[src/rtl/sysent_pkg.sv]
package sysent_pkg;
  localparam int SEL_W = 16;
  localparam int RPL_W = 2;
  localparam int CFG_SEL_W = 3;
  localparam int NUM_SEL_REGS = 4;

  typedef enum logic [1:0] {
    XF_IDLE   = 2'd0,
    XF_ENTER  = 2'd1,
    XF_RETURN = 2'd2,
    XF_FAULT  = 2'd3
  } xfer_op_e;

  localparam logic [CFG_SEL_W-1:0] CFG_TARGET = 3'd0;
  localparam logic [CFG_SEL_W-1:0] CFG_MASK   = 3'd1;
  localparam logic [CFG_SEL_W-1:0] CFG_SEL0   = 3'd2;

  localparam int SEL_KCODE  = 0;
  localparam int SEL_KSTACK = 1;
  localparam int SEL_UCODE  = 2;
  localparam int SEL_USTACK = 3;

  localparam logic [RPL_W-1:0] RING_KERNEL = 2'b00;
  localparam logic [RPL_W-1:0] RING_USER   = 2'b11;
endpackage

[src/rtl/sysent_cfg_file.sv]
module sysent_cfg_file
  import sysent_pkg::*;
#(
  parameter int IP_W = 64,
  parameter int FL_W = 32
) (
  input  logic                                clk,
  input  logic                                rst_n,
  input  logic                                cfg_we,
  input  logic [CFG_SEL_W-1:0]                cfg_sel,
  input  logic [IP_W-1:0]                     cfg_wdata,
  output logic [IP_W-1:0]                     entry_target,
  output logic [FL_W-1:0]                     flag_mask,
  output logic [NUM_SEL_REGS-1:0][SEL_W-1:0]  sel_bank
);
  always_ff @(posedge clk or negedge rst_n) begin
    if (!rst_n) begin
      entry_target <= '0;
      flag_mask    <= '0;
    end else if (cfg_we) begin
      if (cfg_sel == CFG_TARGET) entry_target <= cfg_wdata;
      if (cfg_sel == CFG_MASK)   flag_mask    <= cfg_wdata[FL_W-1:0];
    end
  end

  for (genvar g = 0; g < NUM_SEL_REGS; g++) begin : g_sel
    localparam logic [CFG_SEL_W-1:0] CODE = CFG_SEL0 + CFG_SEL_W'(g);
    always_ff @(posedge clk or negedge rst_n) begin
      if (!rst_n)                        sel_bank[g] <= '0;
      else if (cfg_we && cfg_sel == CODE) sel_bank[g] <= cfg_wdata[SEL_W-1:0];
    end
  end
endmodule

[src/rtl/sysent_op_decode.sv]
module sysent_op_decode
  import sysent_pkg::*;
(
  input  logic             syscall_req,
  input  logic             sysret_req,
  input  logic [RPL_W-1:0] cur_ring,
  output xfer_op_e         op
);
  always_comb begin
    if (syscall_req)                   op = XF_ENTER;
    else if (!sysret_req)              op = XF_IDLE;
    else if (cur_ring == RING_KERNEL)  op = XF_RETURN;
    else                               op = XF_FAULT;
  end
endmodule

[src/rtl/sysent_next_state.sv]
module sysent_next_state
  import sysent_pkg::*;
#(
  parameter int IP_W = 64,
  parameter int FL_W = 32
) (
  input  xfer_op_e                            op,
  input  logic [IP_W-1:0]                     cur_ip,
  input  logic [FL_W-1:0]                     cur_flags,
  input  logic [IP_W-1:0]                     link_ip,
  input  logic [FL_W-1:0]                     link_flags,
  input  logic [IP_W-1:0]                     entry_target,
  input  logic [FL_W-1:0]                     flag_mask,
  input  logic [NUM_SEL_REGS-1:0][SEL_W-1:0]  sel_bank,
  output logic                                ld_arch,
  output logic                                ld_link,
  output logic [IP_W-1:0]                     d_ip,
  output logic [FL_W-1:0]                     d_flags,
  output logic [SEL_W-1:0]                    d_cs,
  output logic [SEL_W-1:0]                    d_ss
);
  localparam int HI_W = SEL_W - RPL_W;

  always_comb begin
    ld_link = (op == XF_ENTER);
    ld_arch = (op == XF_ENTER) || (op == XF_RETURN);
    if (op == XF_ENTER) begin
      d_ip    = entry_target;
      d_flags = cur_flags & ~flag_mask;
      d_cs    = {sel_bank[SEL_KCODE][SEL_W-1:RPL_W],  RING_KERNEL};
      d_ss    = {sel_bank[SEL_KSTACK][SEL_W-1:RPL_W], RING_KERNEL};
    end else begin
      d_ip    = link_ip;
      d_flags = link_flags;
      d_cs    = {sel_bank[SEL_UCODE][SEL_W-1:RPL_W],  RING_USER};
      d_ss    = {sel_bank[SEL_USTACK][SEL_W-1:RPL_W], RING_USER};
    end
  end

  logic [HI_W-1:0] unused_hi;
  assign unused_hi = '0;
endmodule

[src/rtl/sysentry_unit.sv]
module sysentry_unit
  import sysent_pkg::*;
#(
  parameter int IP_W = 64,
  parameter int FL_W = 32
) (
  input  logic                 clk,
  input  logic                 rst_n,
  input  logic                 syscall_req,
  input  logic                 sysret_req,
  input  logic [IP_W-1:0]      cur_ip,
  input  logic [FL_W-1:0]      cur_flags,
  input  logic [SEL_W-1:0]     cur_cs,
  input  logic                 cfg_we,
  input  logic [CFG_SEL_W-1:0] cfg_sel,
  input  logic [IP_W-1:0]      cfg_wdata,
  output logic [IP_W-1:0]      nxt_ip,
  output logic [FL_W-1:0]      nxt_flags,
  output logic [SEL_W-1:0]     nxt_cs,
  output logic [SEL_W-1:0]     nxt_ss,
  output logic [IP_W-1:0]      link_ip,
  output logic [FL_W-1:0]      link_flags,
  output logic                 redirect,
  output logic                 gp_fault
);
  logic [IP_W-1:0]                    entry_target;
  logic [FL_W-1:0]                    flag_mask;
  logic [NUM_SEL_REGS-1:0][SEL_W-1:0] sel_bank;
  xfer_op_e                           op;
  logic                               ld_arch, ld_link;
  logic [IP_W-1:0]                    d_ip;
  logic [FL_W-1:0]                    d_flags;
  logic [SEL_W-1:0]                   d_cs, d_ss;
  logic [RPL_W-1:0]                   cur_ring;

  assign cur_ring = cur_cs[RPL_W-1:0];

  sysent_cfg_file #(.IP_W(IP_W), .FL_W(FL_W)) u_cfg (
    .clk(clk), .rst_n(rst_n), .cfg_we(cfg_we), .cfg_sel(cfg_sel),
    .cfg_wdata(cfg_wdata), .entry_target(entry_target),
    .flag_mask(flag_mask), .sel_bank(sel_bank)
  );

  sysent_op_decode u_dec (
    .syscall_req(syscall_req), .sysret_req(sysret_req),
    .cur_ring(cur_ring), .op(op)
  );

  sysent_next_state #(.IP_W(IP_W), .FL_W(FL_W)) u_nxt (
    .op(op), .cur_ip(cur_ip), .cur_flags(cur_flags),
    .link_ip(link_ip), .link_flags(link_flags),
    .entry_target(entry_target), .flag_mask(flag_mask), .sel_bank(sel_bank),
    .ld_arch(ld_arch), .ld_link(ld_link),
    .d_ip(d_ip), .d_flags(d_flags), .d_cs(d_cs), .d_ss(d_ss)
  );

  // All transfer effects commit on one edge.
  always_ff @(posedge clk or negedge rst_n) begin
    if (!rst_n) begin
      nxt_ip     <= '0;
      nxt_flags  <= '0;
      nxt_cs     <= '0;
      nxt_ss     <= '0;
      link_ip    <= '0;
      link_flags <= '0;
      redirect   <= 1'b0;
      gp_fault   <= 1'b0;
    end else begin
      redirect <= ld_arch;
      gp_fault <= (op == XF_FAULT);
      if (ld_arch) begin
        nxt_ip    <= d_ip;
        nxt_flags <= d_flags;
        nxt_cs    <= d_cs;
        nxt_ss    <= d_ss;
      end
      if (ld_link) begin
        link_ip    <= cur_ip;
        link_flags <= cur_flags;
      end
    end
  end

  a_r2_link_capture: assert property (@(posedge clk) disable iff (!rst_n)
    syscall_req |=> (link_ip == $past(cur_ip)) && (link_flags == $past(cur_flags)));

  a_r4_kernel_ring: assert property (@(posedge clk) disable iff (!rst_n)
    syscall_req |=> (nxt_cs[1:0] == 2'b00) && (nxt_ss[1:0] == 2'b00));

  a_r5_single_edge: assert property (@(posedge clk) disable iff (!rst_n)
    syscall_req |=> redirect && (nxt_ip == $past(entry_target)));

  a_r6_user_ring: assert property (@(posedge clk) disable iff (!rst_n)
    (sysret_req && !syscall_req && cur_cs[1:0] == 2'b00) |=>
      redirect && (nxt_cs[1:0] == 2'b11) && (nxt_ss[1:0] == 2'b11) && $stable(link_ip));

  a_r7_fault_hold: assert property (@(posedge clk) disable iff (!rst_n)
    (sysret_req && !syscall_req && cur_cs[1:0] != 2'b00) |=>
      gp_fault && !redirect && $stable(nxt_ip) && $stable(nxt_cs) && $stable(link_ip));

  a_r8_entry_wins: assert property (@(posedge clk) disable iff (!rst_n)
    (syscall_req && sysret_req) |=> redirect && !gp_fault);

  a_r10_idle_hold: assert property (@(posedge clk) disable iff (!rst_n)
    (!syscall_req && !sysret_req) |=>
      !redirect && !gp_fault && $stable(nxt_ip) && $stable(nxt_flags) && $stable(link_flags));

  a_r5_pulse_excl: assert property (@(posedge clk) disable iff (!rst_n)
    !(redirect && gp_fault));
endmodule

[config.mk]
export PLATFORM = sky130hd
export DESIGN_NAME = sysentry_unit
export DESIGN_NICKNAME = d
export VERILOG_FILES = /design/src/rtl/sysent_pkg.sv /design/src/rtl/sysent_cfg_file.sv /design/src/rtl/sysent_op_decode.sv /design/src/rtl/sysent_next_state.sv /design/src/rtl/sysentry_unit.sv
export SDC_FILE = /design/constraint.sdc
export NUM_CORES = 1
export LEC_CHECK = 0
export BUFFER_PORTS_ARGS = -buffer_cell sky130_fd_sc_hd__buf_4
export CAP_MARGIN = 10
export CORE_ASPECT_RATIO = 0.9
export CORE_MARGIN = 1.5
export CORE_UTILIZATION = 48
export CTS_CLUSTER_SIZE = 30
export DETAILED_ROUTE_END_ITERATION = 10
export PLACE_DENSITY = 0.8
export SLEW_MARGIN = 20
export SYNTH_ARGS = -nofsm -noshare
export SYNTH_HDL_FRONTEND = slang
export SYNTH_SLANG_ARGS = --single-unit
[constraint.sdc]
create_clock -name clk -period 0.8 [get_ports clk]
set_clock_uncertainty 0.05 [all_clocks]
set_input_delay 0.16 -clock clk [delete_from_list [all_inputs] [get_ports clk]]
set_output_delay 0.16 -clock clk [all_outputs]
set_load 0.1 [all_outputs]
==> impl_metrics.json, run 1 <==
{
  "gp_congestion": 0.831,
  "rows": 62,
  "cts_buffer_depth": 3,
  "syn-num-nets": 1337,
  "h-tree-depth": 2,
  "run_status": "stopped before the end",
  "synth_common_cells": "dfrtp_1, nand2_1, mux2_2",
  "yosys_warnings": 0,
  "syn_avg_cell_area_um2": 13.5,
  "ios": 410,
  "syn_inst": 1150,
  "die_w_um": 192,
  "port_buffers": 395,
  "initial_utilization_pct": 48.6,
  "firstError": "[ERROR GRT-0232] Routing congestion too high. Check the congestion heatmap in the GUI.",
  "globalRoute.totalOverflow": 1559,
  "crit_endpoint": "nxt_cs[0]",
  "track_usage_pct": 98.6,
  "synth_ff_type": "dfrtp_1",
  "async_flop_share_pct": 100,
  "ys_ff_latch": 375,
  "cts_buffers": 39,
  "die_h_um": 173,
  "synth_top_cell_area_share_pct": 60.5,
  "clock-sinks": 375,
  "seq_area_frac_synth_pct": 60.5,
  "antenna_found_initial": 32,
  "yosysTopAreaCell": "dfrtp_1",
  "cts_root_buffer": "clkbuf_16",
  "synth.most_common_cell": "dfrtp_1",
  "ys_types": 22,
  "synth_edf_count": 0,
  "worstEndpointType": "top-level output",
  "place_hpwl_um": 29800,
  "ys_top_cells_by_area": "dfrtp_1, mux2_2, mux2_4, mux2i_1, nand2_1",
  "grt_max_degree": 51,
  "outcome.stop_stage": "5_1_grt",
  "synth_area_mm2": 0.0155
}
==> layer usage <==
layer | GRT overflow | GRT usage (%)
met5 | 3 | 54.3
met4 | 543 | 112
met3 | 24 | 86.2
met2 | 970 | 113
met1 | 19 | 92.7
==> repair_timing <==
action / 4_1_cts
endpoints found under the setup margin: 588
hold buffers: 161
resized for setup: 715
gates cloned: 10
pin swaps: 3
endpoints found under the hold margin: 655
setup buffers: 88
==> cell families after synthesis <==
logic type / Yosys count / synth area share [%]
muxes: 308 / 23.1
buffers and inverters: 77 / 3.31
DFF: 375 / 60.5
and+or+nand+nor: 261 / 8.44
adders and majority gates: 3 / 0.242
AOI/OAI and AO/OA: 126 / 4.33
==> through the flow <==
| stage | setup slack [ns] | util [%] | area, um2 | cells |
|---|---|---|---|---|
| 4_1_cts | -0.656 | 86.3 | 27500 | 2290 |
| 2_1_floorplan | -0.786 | - | 16800 | 1150 |
| 3_3_place_gp | -0.851 | 64.6 | 20600 | 1959 |
| 3_5_place_dp | -0.877 | 64.6 | 20600 | 1959 |
==> run 2, diff against run 1 <==
--- a/config.mk
+++ b/config.mk
@@ -7,12 +7,10 @@
 export LEC_CHECK = 0
 export BUFFER_PORTS_ARGS = -buffer_cell sky130_fd_sc_hd__buf_4
 export CAP_MARGIN = 10
-export CORE_ASPECT_RATIO = 0.9
 export CORE_MARGIN = 1.5
-export CORE_UTILIZATION = 48
-export CTS_CLUSTER_SIZE = 30
+export CORE_UTILIZATION = 35
 export DETAILED_ROUTE_END_ITERATION = 10
-export PLACE_DENSITY = 0.8
+export PLACE_DENSITY_LB_ADDON = 0.15
 export SLEW_MARGIN = 20
 export SYNTH_ARGS = -nofsm -noshare
 export SYNTH_HDL_FRONTEND = slang
==> constraint.sdc (replaced) <==
create_clock -name clk -period 1.05 [get_ports clk]
set_clock_uncertainty 0.05 [all_clocks]
set_input_delay 0.21 -clock clk [delete_from_list [all_inputs] [get_ports clk]]
set_output_delay 0.21 -clock clk [all_outputs]
set_load 0.1 [all_outputs]
==> impl_metrics.json, run 2 <==
{
  "run_status": "finished with violations",
  "violations": "setup timing",
  "drive_above_1_share_pct": 65.3,
  "fin_hold_ws_ns": 0.0219,
  "cts_buffer_depth": 3,
  "synth_edf_count": 0,
  "route.detailed.drc": 0,
  "p_seq_share_pct": 31.7,
  "port_buffers": 395,
  "synth_ff_type": "dfrtp_1",
  "rows": 76,
  "slew_violations": 0,
  "final_cell_mix": "buf_4, buf_12, dfrtp_2",
  "gp_congestion": 0.760,
  "ir_drop_uv": 1310,
  "path_buf_inv": 1,
  "switching_share_pct": 40.5,
  "power_leakage_uw": 0.0129,
  "layout_commonest_cell": "buf_4",
  "max_slew_margin_pct": 76.3,
  "path_cells": "buf_6",
  "cap_violations": 0,
  "die_h_um": 213,
  "wl_um": 56400,
  "post-place-cells": 2122,
  "grt_pass1_vias": 13044,
  "drt_iter0_markers": 671,
  "power.density_mw_per_mm2": 2270,
  "slowest_stage": "dfrtp_4",
  "r2r-start": "link_ip[29]$_DFFE_PN0N_",
  "place_hpwl_um": 30500,
  "area_growth_pct": 85.2,
  "die-area_mm2": 0.0456,
  "intPower_uw": 38800,
  "antenna_found_initial": 2,
  "yosysTopAreaCell": "dfrtp_1",
  "hold_viol": 0,
  "critPathLaunchType": "register",
  "ys_top_cells_by_area": "dfrtp_1, mux2_2, mux2_4, mux2i_1, nand2_1",
  "dr.pass1.iters": 5,
  "cts_root_buffer": "clkbuf_16",
  "top_regs": "link_ip x64, nxt_ip x64, u_cfg.entry_target x64",
  "clock-sinks": 375,
  "clkSlewWorstSetupHoldPaths_ns": 0.06,
  "setup_viol": 294,
  "startpoint": "nxt_cs[1]$_DFFE_PN0P_",
  "crit_required_ns": 0.79,
  "crit_arrival_ns": 1.28,
  "ys_types": 22,
  "drt.antenna.violating_nets": 0,
  "syn_inst": 1150,
  "coreArea_mm2": 0.0434,
  "fin_cells": 2504,
  "globalRoute.totalOverflow": 0,
  "min_period_ns": 1.54,
  "crit_fanout": 5,
  "syn-num-nets": 1337,
  "fin_ws_ns": -0.491,
  "min_path_type": "in -> async",
  "clkLatencyLatePin_ns": 0.56,
  "critPathCaptureType": "primary output",
  "syn_avg_cell_area_um2": 13.5,
  "seq_area_frac_synth_pct": 60.5,
  "power.switching_uw": 26400,
  "rsz0062_at_grt": "yes",
  "crit_type": "reg -> out",
  "synth_area_mm2": 0.0155,
  "finalCritPeriodShare_pct": 147,
  "async_flop_share_pct": 100,
  "viasPerCell": 4.86,
  "wl_per_cell_um": 22.5,
  "die_w_um": 213,
  "initial_utilization_pct": 35.7,
  "synth.most_common_cell": "dfrtp_1",
  "worst_pin_slew_ns": 0.345,
  "synth_common_cells": "dfrtp_1, nand2_1, mux2_2",
  "yosys_warnings": 0,
  "max_stage_delay_ns": 0.51,
  "grt_max_degree": 54,
  "max_freq_ghz": 0.649,
  "synth_top_cell_area_share_pct": 60.5,
  "clockPowerShare_pct": 22.7,
  "path_delay_family": "flip-flops",
  "ys_ff_latch": 375,
  "track_usage_pct": 22.5,
  "cts_tree": "done",
  "combPwrFrac_pct": 45.6,
  "grt_pass1_wl_um": 77700,
  "h-tree-depth": 2,
  "nNetsFinal": 2070,
  "ios": 410,
  "cts_buffers": 42,
  "vias": 12167
}
==> run 2: cell counts after synthesis <==
No cell type changed its count.
==> run 2: repair_timing <==
action	in CTS	in global routing
hold buffers	162	0
pin swaps	5	28
endpoints found under the hold margin	655	0
resized for setup	666	299
cloned	13	25
buffers inserted	84	32
setup endpoints to repair	379	380
==> run 2: final cells by class <==
| cell class | count | area (um2) |
|---|---|---|
| Fill cell | 2952 | 14700 |
| Timing Repair Buffer | 764 | 10100 |
| Sequential cell | 375 | 9670 |
| Multi-Input combinational cell | 698 | 6770 |
| Clock buffer | 68 | 1260 |
| Tap cell | 585 | 732 |
| Clock inverter | 10 | 119 |
| Inverter | 2 | 20.0 |
| Antenna cell | 2 | 5.00 |
==> run 2: power groups by stage <==
stage                     Combinational (uW)  Clock [uW]  Sequential, uW
after floorplan                         4620           0           31300
after global placement                 21400           0           19800
after detailed placement               21500           0           19800
after CTS                              27400       15000           20300
after global routing                   30600       15700           21000
final                                  29700       14800           20700
==> run 2: final timing paths <==
check	to	slack, ns	cells after the start
worst max register to register	link_ip[29]$_DFFE_PN0N_	-0.06	3
worst min register to register	u_cfg.flag_mask[17]$_DFFE_PN0P_	0.45	1
max in group asynchronous	nxt_ss[10]$_DFFE_PN0P_	0.36	4
worst max-delay path	nxt_cs[0]	-0.49	1
worst min-delay path	u_cfg.sel_bank[14]$_DFFE_PN0P_	0.02	2
min in group clk	gp_fault$_DFF_PN0_	0.06	4
==> run 2: logic make-up (layout without fill, tap and decap cells) <==
| logic type | Yosys count | in the layout | share of synthesized area (%) |
|---|---|---|---|
| other cells | 0 | 2 | 0 |
| mux | 308 | 308 | 23.1 |
| compound gates | 126 | 126 | 4.33 |
| buf+inv | 77 | 844 | 3.31 |
| flops | 375 | 375 | 60.5 |
| fa+ha+maj | 3 | 3 | 0.242 |
| simple gates | 261 | 261 | 8.44 |
==> run 2: layer usage <==
layer	track usage (%)	wire length, um	up-vias
met3	4.91	3110	89
met4	7.94	1810	0
met2	38.7	29400	393
met5	0	0	-
met1	27.9	22100	6214
li1	-	-	5471
==> run 2: stage by stage <==
step                total power [uW]  setup slack, ns  TNS (ns)  utilization, %  instance area [um2]
floorplan                      35900           -0.592   -143.40               -                16300
global placement               41200           -0.751   -203.99            46.6                20200
detailed placement             41300           -0.752   -205.50            46.6                20200
CTS                            62800           -0.523    -93.81            62.1                26900
global route                   67300           -0.532    -96.64            66.2                28700
finish                         65100           -0.491    -86.11            66.2                28700
Note: power is estimated with default switching activity, not from simulation.
==> run 3, diff against run 2 <==
--- a/config.mk
+++ b/config.mk
@@ -5,6 +5,7 @@
 export SDC_FILE = /design/constraint.sdc
 export NUM_CORES = 1
 export LEC_CHECK = 0
+export ABC_AREA = 1
 export BUFFER_PORTS_ARGS = -buffer_cell sky130_fd_sc_hd__buf_4
 export CAP_MARGIN = 10
 export CORE_MARGIN = 1.5
==> impl_metrics.json, run 3 <==
{
  "max_slew_margin_pct": 72.5,
  "run_status": "finished with violations",
  "port_buffers": 395,
  "synth_ff_type": "dfrtp_1",
  "power_leakage_uw": 0.0136,
  "ys_types": 21,
  "route.detailed.drc": 0,
  "globalRoute.totalOverflow": 0,
  "h-tree-depth": 2,
  "crit_required_ns": 0.79,
  "area_growth_pct": 89.1,
  "ios": 410,
  "fin_tns_setup_ns": -95.05,
  "gp_congestion": 0.821,
  "rsz0062_at_grt": "yes",
  "dr.pass1.iters": 5,
  "grt_max_degree": 52,
  "cts_root_buffer": "clkbuf_16",
  "critPathCaptureType": "primary output",
  "setup_viol": 332,
  "hold_viol": 0,
  "yosys_warnings": 0,
  "nNetsFinal": 2678,
  "slew_violations": 0,
  "synth_area_mm2": 0.0151,
  "slowest_stage": "dfrtp_4",
  "die_w_um": 211,
  "cts_buffer_depth": 3,
  "track_usage_pct": 27.5,
  "rows": 75,
  "coreArea_mm2": 0.0423,
  "drt_iter0_markers": 1195,
  "drive_above_1_share_pct": 46.1,
  "synth_top_cell_area_share_pct": 62.0,
  "violations": "setup timing",
  "power.density_mw_per_mm2": 2190,
  "die_h_um": 211,
  "cap_violations": 0,
  "grt_pass1_wl_um": 93800,
  "cts_buffers": 43,
  "finalCritPeriodShare_pct": 148,
  "die-area_mm2": 0.0445,
  "utilization_pct": 67.6,
  "syn_inst": 1728,
  "crit_arrival_ns": 1.30,
  "place_hpwl_um": 37500,
  "wl_per_cell_um": 20.7,
  "final_area_mm2": 0.0286,
  "max_stage_delay_ns": 0.52,
  "path_cells": "buf_6",
  "initial_utilization_pct": 35.8,
  "clkLatencyLatePin_ns": 0.57,
  "ys_top_cells_by_area": "dfrtp_1, nand2_1, a21oi_1, nor2_1, o21ai_0",
  "wl_um": 64200,
  "yosysTopAreaCell": "dfrtp_1",
  "max_freq_ghz": 0.643,
  "fillCellCount": 3009,
  "clock-sinks": 375,
  "synth.most_common_cell": "nand2_1",
  "final_cell_mix": "nand2_1, buf_4, buf_12",
  "min_period_ns": 1.56,
  "min_path_type": "in -> async",
  "path_delay_family": "flip-flops",
  "top_regs": "link_ip x64, nxt_ip x64, u_cfg.entry_target x64",
  "syn-num-nets": 1915,
  "vias": 15634,
  "synth_common_cells": "nand2_1, dfrtp_1, a21oi_1",
  "viasPerCell": 5.04,
  "crit_type": "reg -> out",
  "syn_avg_cell_area_um2": 8.76,
  "ir_drop_uv": 1620,
  "seq_area_frac_synth_pct": 62.0,
  "cts_tree": "done",
  "fin_ws_ns": -0.506,
  "placed_area_mm2": 0.0200,
  "worst_pin_slew_ns": 0.413,
  "clkSlewWorstSetupHoldPaths_ns": 0.06,
  "crit_fanout": 5,
  "path_buf_inv": 1,
  "async_flop_share_pct": 100,
  "critPathLaunchType": "register",
  "ys_ff_latch": 375,
  "antenna_found_initial": 2,
  "drt.antenna.violating_nets": 0,
  "synth_edf_count": 0,
  "fin_hold_ws_ns": 0.0462,
  "total_power_uw": 62600,
  "layout_commonest_cell": "nand2_1",
  "grt_pass1_vias": 16091
}
run 3: what timing repair did:
item	4_1_cts	5_1_grt
hold endpoints to repair	649	0
pin swaps	5	20
resized for setup	675	310
hold buffers	163	0
cloned	14	8
setup endpoints to repair	423	349
buffers inserted	106	38
run 3: layer usage:
layer / GRT usage [%] / vias up / part of all wire, %
li1: - / 7068 / -
met1: 34.3 / 7819 / 40
met2: 47.8 / 591 / 51
met3: 4.61 / 156 / 5.3
met4: 10.7 / 0 / 4.0
met5: 0 / - / 0
run 3: through the flow:
step	setup WS [ns]	instances
floorplan	-0.498	1728
global placement	-0.903	2701
detailed placement	-0.897	2701
CTS	-0.519	3062
global route	-0.536	3104
finish	-0.506	3104
run 3: cells by family (layout without fill, tap and decap cells):
kind of cell             Yosys count  after routing  share of synthesized area, %
AO/OA/AOI/OAI                    260            260                          8.70
adder cells (fa/ha/maj)            3              3                         0.248
buffers and inverters            134            931                          4.24
flip-flops                       375            375                          62.0
other                              0              2                             0
AND/OR/NAND/NOR                  956            956                          24.8
run 3: cell type report:
class	count	area, um2	area share [%]
Sequential cell	375	9670	33.8
Clock inverter	17	229	0.800
Tap cell	577	722	2.52
Timing Repair inverter	1	30.0	0.105
Multi-Input combinational cell	1219	6130	21.4
Timing Repair Buffer	827	10400	36.5
Antenna cell	2	5.00	0.0175
Inverter	24	126	0.442
Clock buffer	62	1260	4.40
run 3: where the power goes:
part	internal [uW]	switching, uW
Clock	9580	6190
Sequential	17300	2820
Combinational	10200	16500
Total	37000	25500
run 3: path summary, 6_finish.rpt:
kind	from	endpoint	slack [ns]	cells past startpoint
worst max-delay path	nxt_cs[1]$_DFFE_PN0P_	nxt_cs[0]	-0.51	1
worst min-delay path	rst_n	nxt_flags[23]$_DFFE_PN0P_	0.05	2
worst max register to register	link_flags[29]$_DFFE_PN0N_	nxt_flags[29]$_DFFE_PN0P_	-0.07	6
worst min register to register	u_cfg.entry_target[23]$_DFFE_PN0P_	u_cfg.entry_target[23]$_DFFE_PN0P_	0.42	2
max in group asynchronous	rst_n	nxt_ip[38]$_DFFE_PN0P_	0.25	4
min in group clk	cfg_sel[0]	u_cfg.sel_bank[18]$_DFFE_PN0P_	0.06	4
==> run 4, diff against run 3 <==
--- a/config.mk
+++ b/config.mk
@@ -15,4 +15,5 @@
 export SLEW_MARGIN = 20
 export SYNTH_ARGS = -nofsm -noshare
 export SYNTH_HDL_FRONTEND = slang
+export SYNTH_HIERARCHICAL = 1
 export SYNTH_SLANG_ARGS = --single-unit
==> impl_metrics.json, run 4 <==
{
  "top_regs": "link_ip x64, nxt_ip x64, u_cfg/entry_target x64",
  "worst_pin_slew_ns": 0.366,
  "grt_use_met2_pct": 42.3,
  "min_path_type": "in -> async",
  "max_freq_ghz": 0.676,
  "utilization_pct": 65.1,
  "hold_viol": 0,
  "antenna_found_initial": 2,
  "syn_inst": 2065,
  "dr.pass1.iters": 5,
  "crit_arrival_ns": 1.22,
  "die-area_mm2": 0.0485,
  "grt_util_met1_pct": 32.7,
  "path_cells": "buf_12",
  "coreArea_mm2": 0.0466,
  "syn_avg_cell_area_um2": 8.01,
  "drt.antenna.violating_nets": 0,
  "crit_required_ns": 0.79,
  "rows": 79,
  "setup_viol": 405,
  "final_area_mm2": 0.0303,
  "syn-num-nets": 2251,
  "placed_area_mm2": 0.0211,
  "path_buf_inv": 1,
  "nNetsFinal": 3070,
  "grt-busiest-layer": "met2",
  "finalCritPeriodShare_pct": 141,
  "critPathCaptureType": "primary output",
  "power_leakage_uw": 0.0158,
  "wl_per_cell_um": 20.5,
  "slowest_stage": "dfrtp_2",
  "grt_pass1_wl_um": 95600,
  "crit_type": "reg -> out",
  "initial_utilization_pct": 35.5,
  "crit_fanout": 2,
  "wl_um": 72200,
  "layout_commonest_cell": "nand2_1",
  "critPathLaunchType": "register",
  "synth_area_mm2": 0.0165,
  "power.density_mw_per_mm2": 2140,
  "cts_buffer_depth": 3,
  "violations": "setup timing",
  "fin_ws_ns": -0.430,
  "clock-sinks": 378,
  "max_slew_margin_pct": 75.6,
  "drt_iter0_markers": 1422,
  "cts_root_buffer": "clkbuf_16",
  "cp.depth": 1,
  "route.detailed.drc": 0,
  "port_buffers": 395,
  "area_growth_pct": 83.3,
  "grt_pass1_vias": 16997,
  "cts_buffers": 44,
  "r2r_cells": 6,
  "total_power_uw": 64700,
  "use_met3_pct": 5.54,
  "final_cell_mix": "nand2_1, buf_4, dfrtp_1",
  "place_hpwl_um": 39100,
  "die_w_um": 220,
  "yosys_warnings": 6,
  "globalRoute.totalOverflow": 0,
  "gp_congestion": 0.837,
  "ir_drop_uv": 1510,
  "min_period_ns": 1.48,
  "cap_violations": 0,
  "drive_above_1_share_pct": 35.8,
  "rsz0062_at_grt": "yes",
  "vias": 17253,
  "slew_violations": 0,
  "viasPerCell": 4.89,
  "run_status": "finished with violations",
  "fillCellCount": 3457,
  "grt_max_degree": 45,
  "path_delay_family": "flip-flops",
  "ios": 410,
  "die_h_um": 220,
  "h-tree-depth": 2,
  "max_stage_delay_ns": 0.45,
  "clkLatencyLatePin_ns": 0.58,
  "cts_tree": "done",
  "track_usage_pct": 25.5,
  "clkSlewWorstSetupHoldPaths_ns": 0.06
}
==> run 4: repair_timing <==
action,in CTS,in global routing
cloned,2,47
hold endpoints to repair,658,0
hold buffers,163,0
pin swaps,2,86
resized for setup,689,251
endpoints found under the setup margin,377,360
setup buffers,122,52
==> run 4: metrics by stage <==
step                hold WS, ns  TNS (ns)  cells  setup WS [ns]
floorplan                -0.136    -72.78   2065         -0.306
global placement        -0.0165   -171.59   3062         -0.645
detailed placement      -0.0170   -178.97   3062         -0.686
CTS                     -0.0308    -92.34   3430         -0.458
global route            0.00858   -110.11   3526         -0.462
finish                   0.0153    -96.69   3527         -0.430
==> run 4: power by group <==
part	internal (uW)	switching [uW]
Clock	9480	6370
Combinational	11100	17900
Sequential	17300	2530
==> run 4: per-layer routing <==
layer	up-vias	routed length [um]
met5	-	7
met4	2	2700
met3	187	4820
met2	699	35500
met1	8402	29200
li1	7963	-
==> run 4: area by class of cell <==
class                           instances  area, um2  share of cell area (%)
Antenna cell                            1       2.50                 0.00826
Clock buffer                           62       1240                    4.09
Clock inverter                         19        234                   0.772
Inverter                              138        586                    1.93
Multi-Input combinational cell       1430       6350                    21.0
Sequential cell                       378       9570                    31.6
Tap cell                              607        759                    2.51
Timing Repair Buffer                  889      11500                    37.9
Timing Repair inverter                  3       62.6                   0.206
==> run 4: final timing paths <==
kind | endpoint | start | slack (ns)
worst max-delay path | nxt_flags[10] | nxt_flags[10]$_DFFE_PN0P_ | -0.43
worst min-delay path | link_ip[46]$_DFFE_PN0P_ | rst_n | 0.02
worst max register to register | nxt_ip[16]$_DFFE_PN0P_ | link_ip[16]$_DFFE_PN0P_ | -0.02
worst min register to register | u_cfg/entry_target[55]$_DFFE_PN0P_ | u_cfg/entry_target[55]$_DFFE_PN0P_ | 0.42
max in group asynchronous | link_ip[17]$_DFFE_PN0P_ | rst_n | 0.28
min in group clk | u_cfg/flag_mask[0]$_DFFE_PN0P_ | cfg_sel[2] | 0.08
==> run 4: worst register-to-register path, stage by stage, from the launching register on <==
cell	delay, ns
dfrtp_2	0.43
buf_4	0.14
buf_4	0.13
inv_2	0.05
o21ai_2	0.05
nand2_1	0.06
nand2_1	0.05
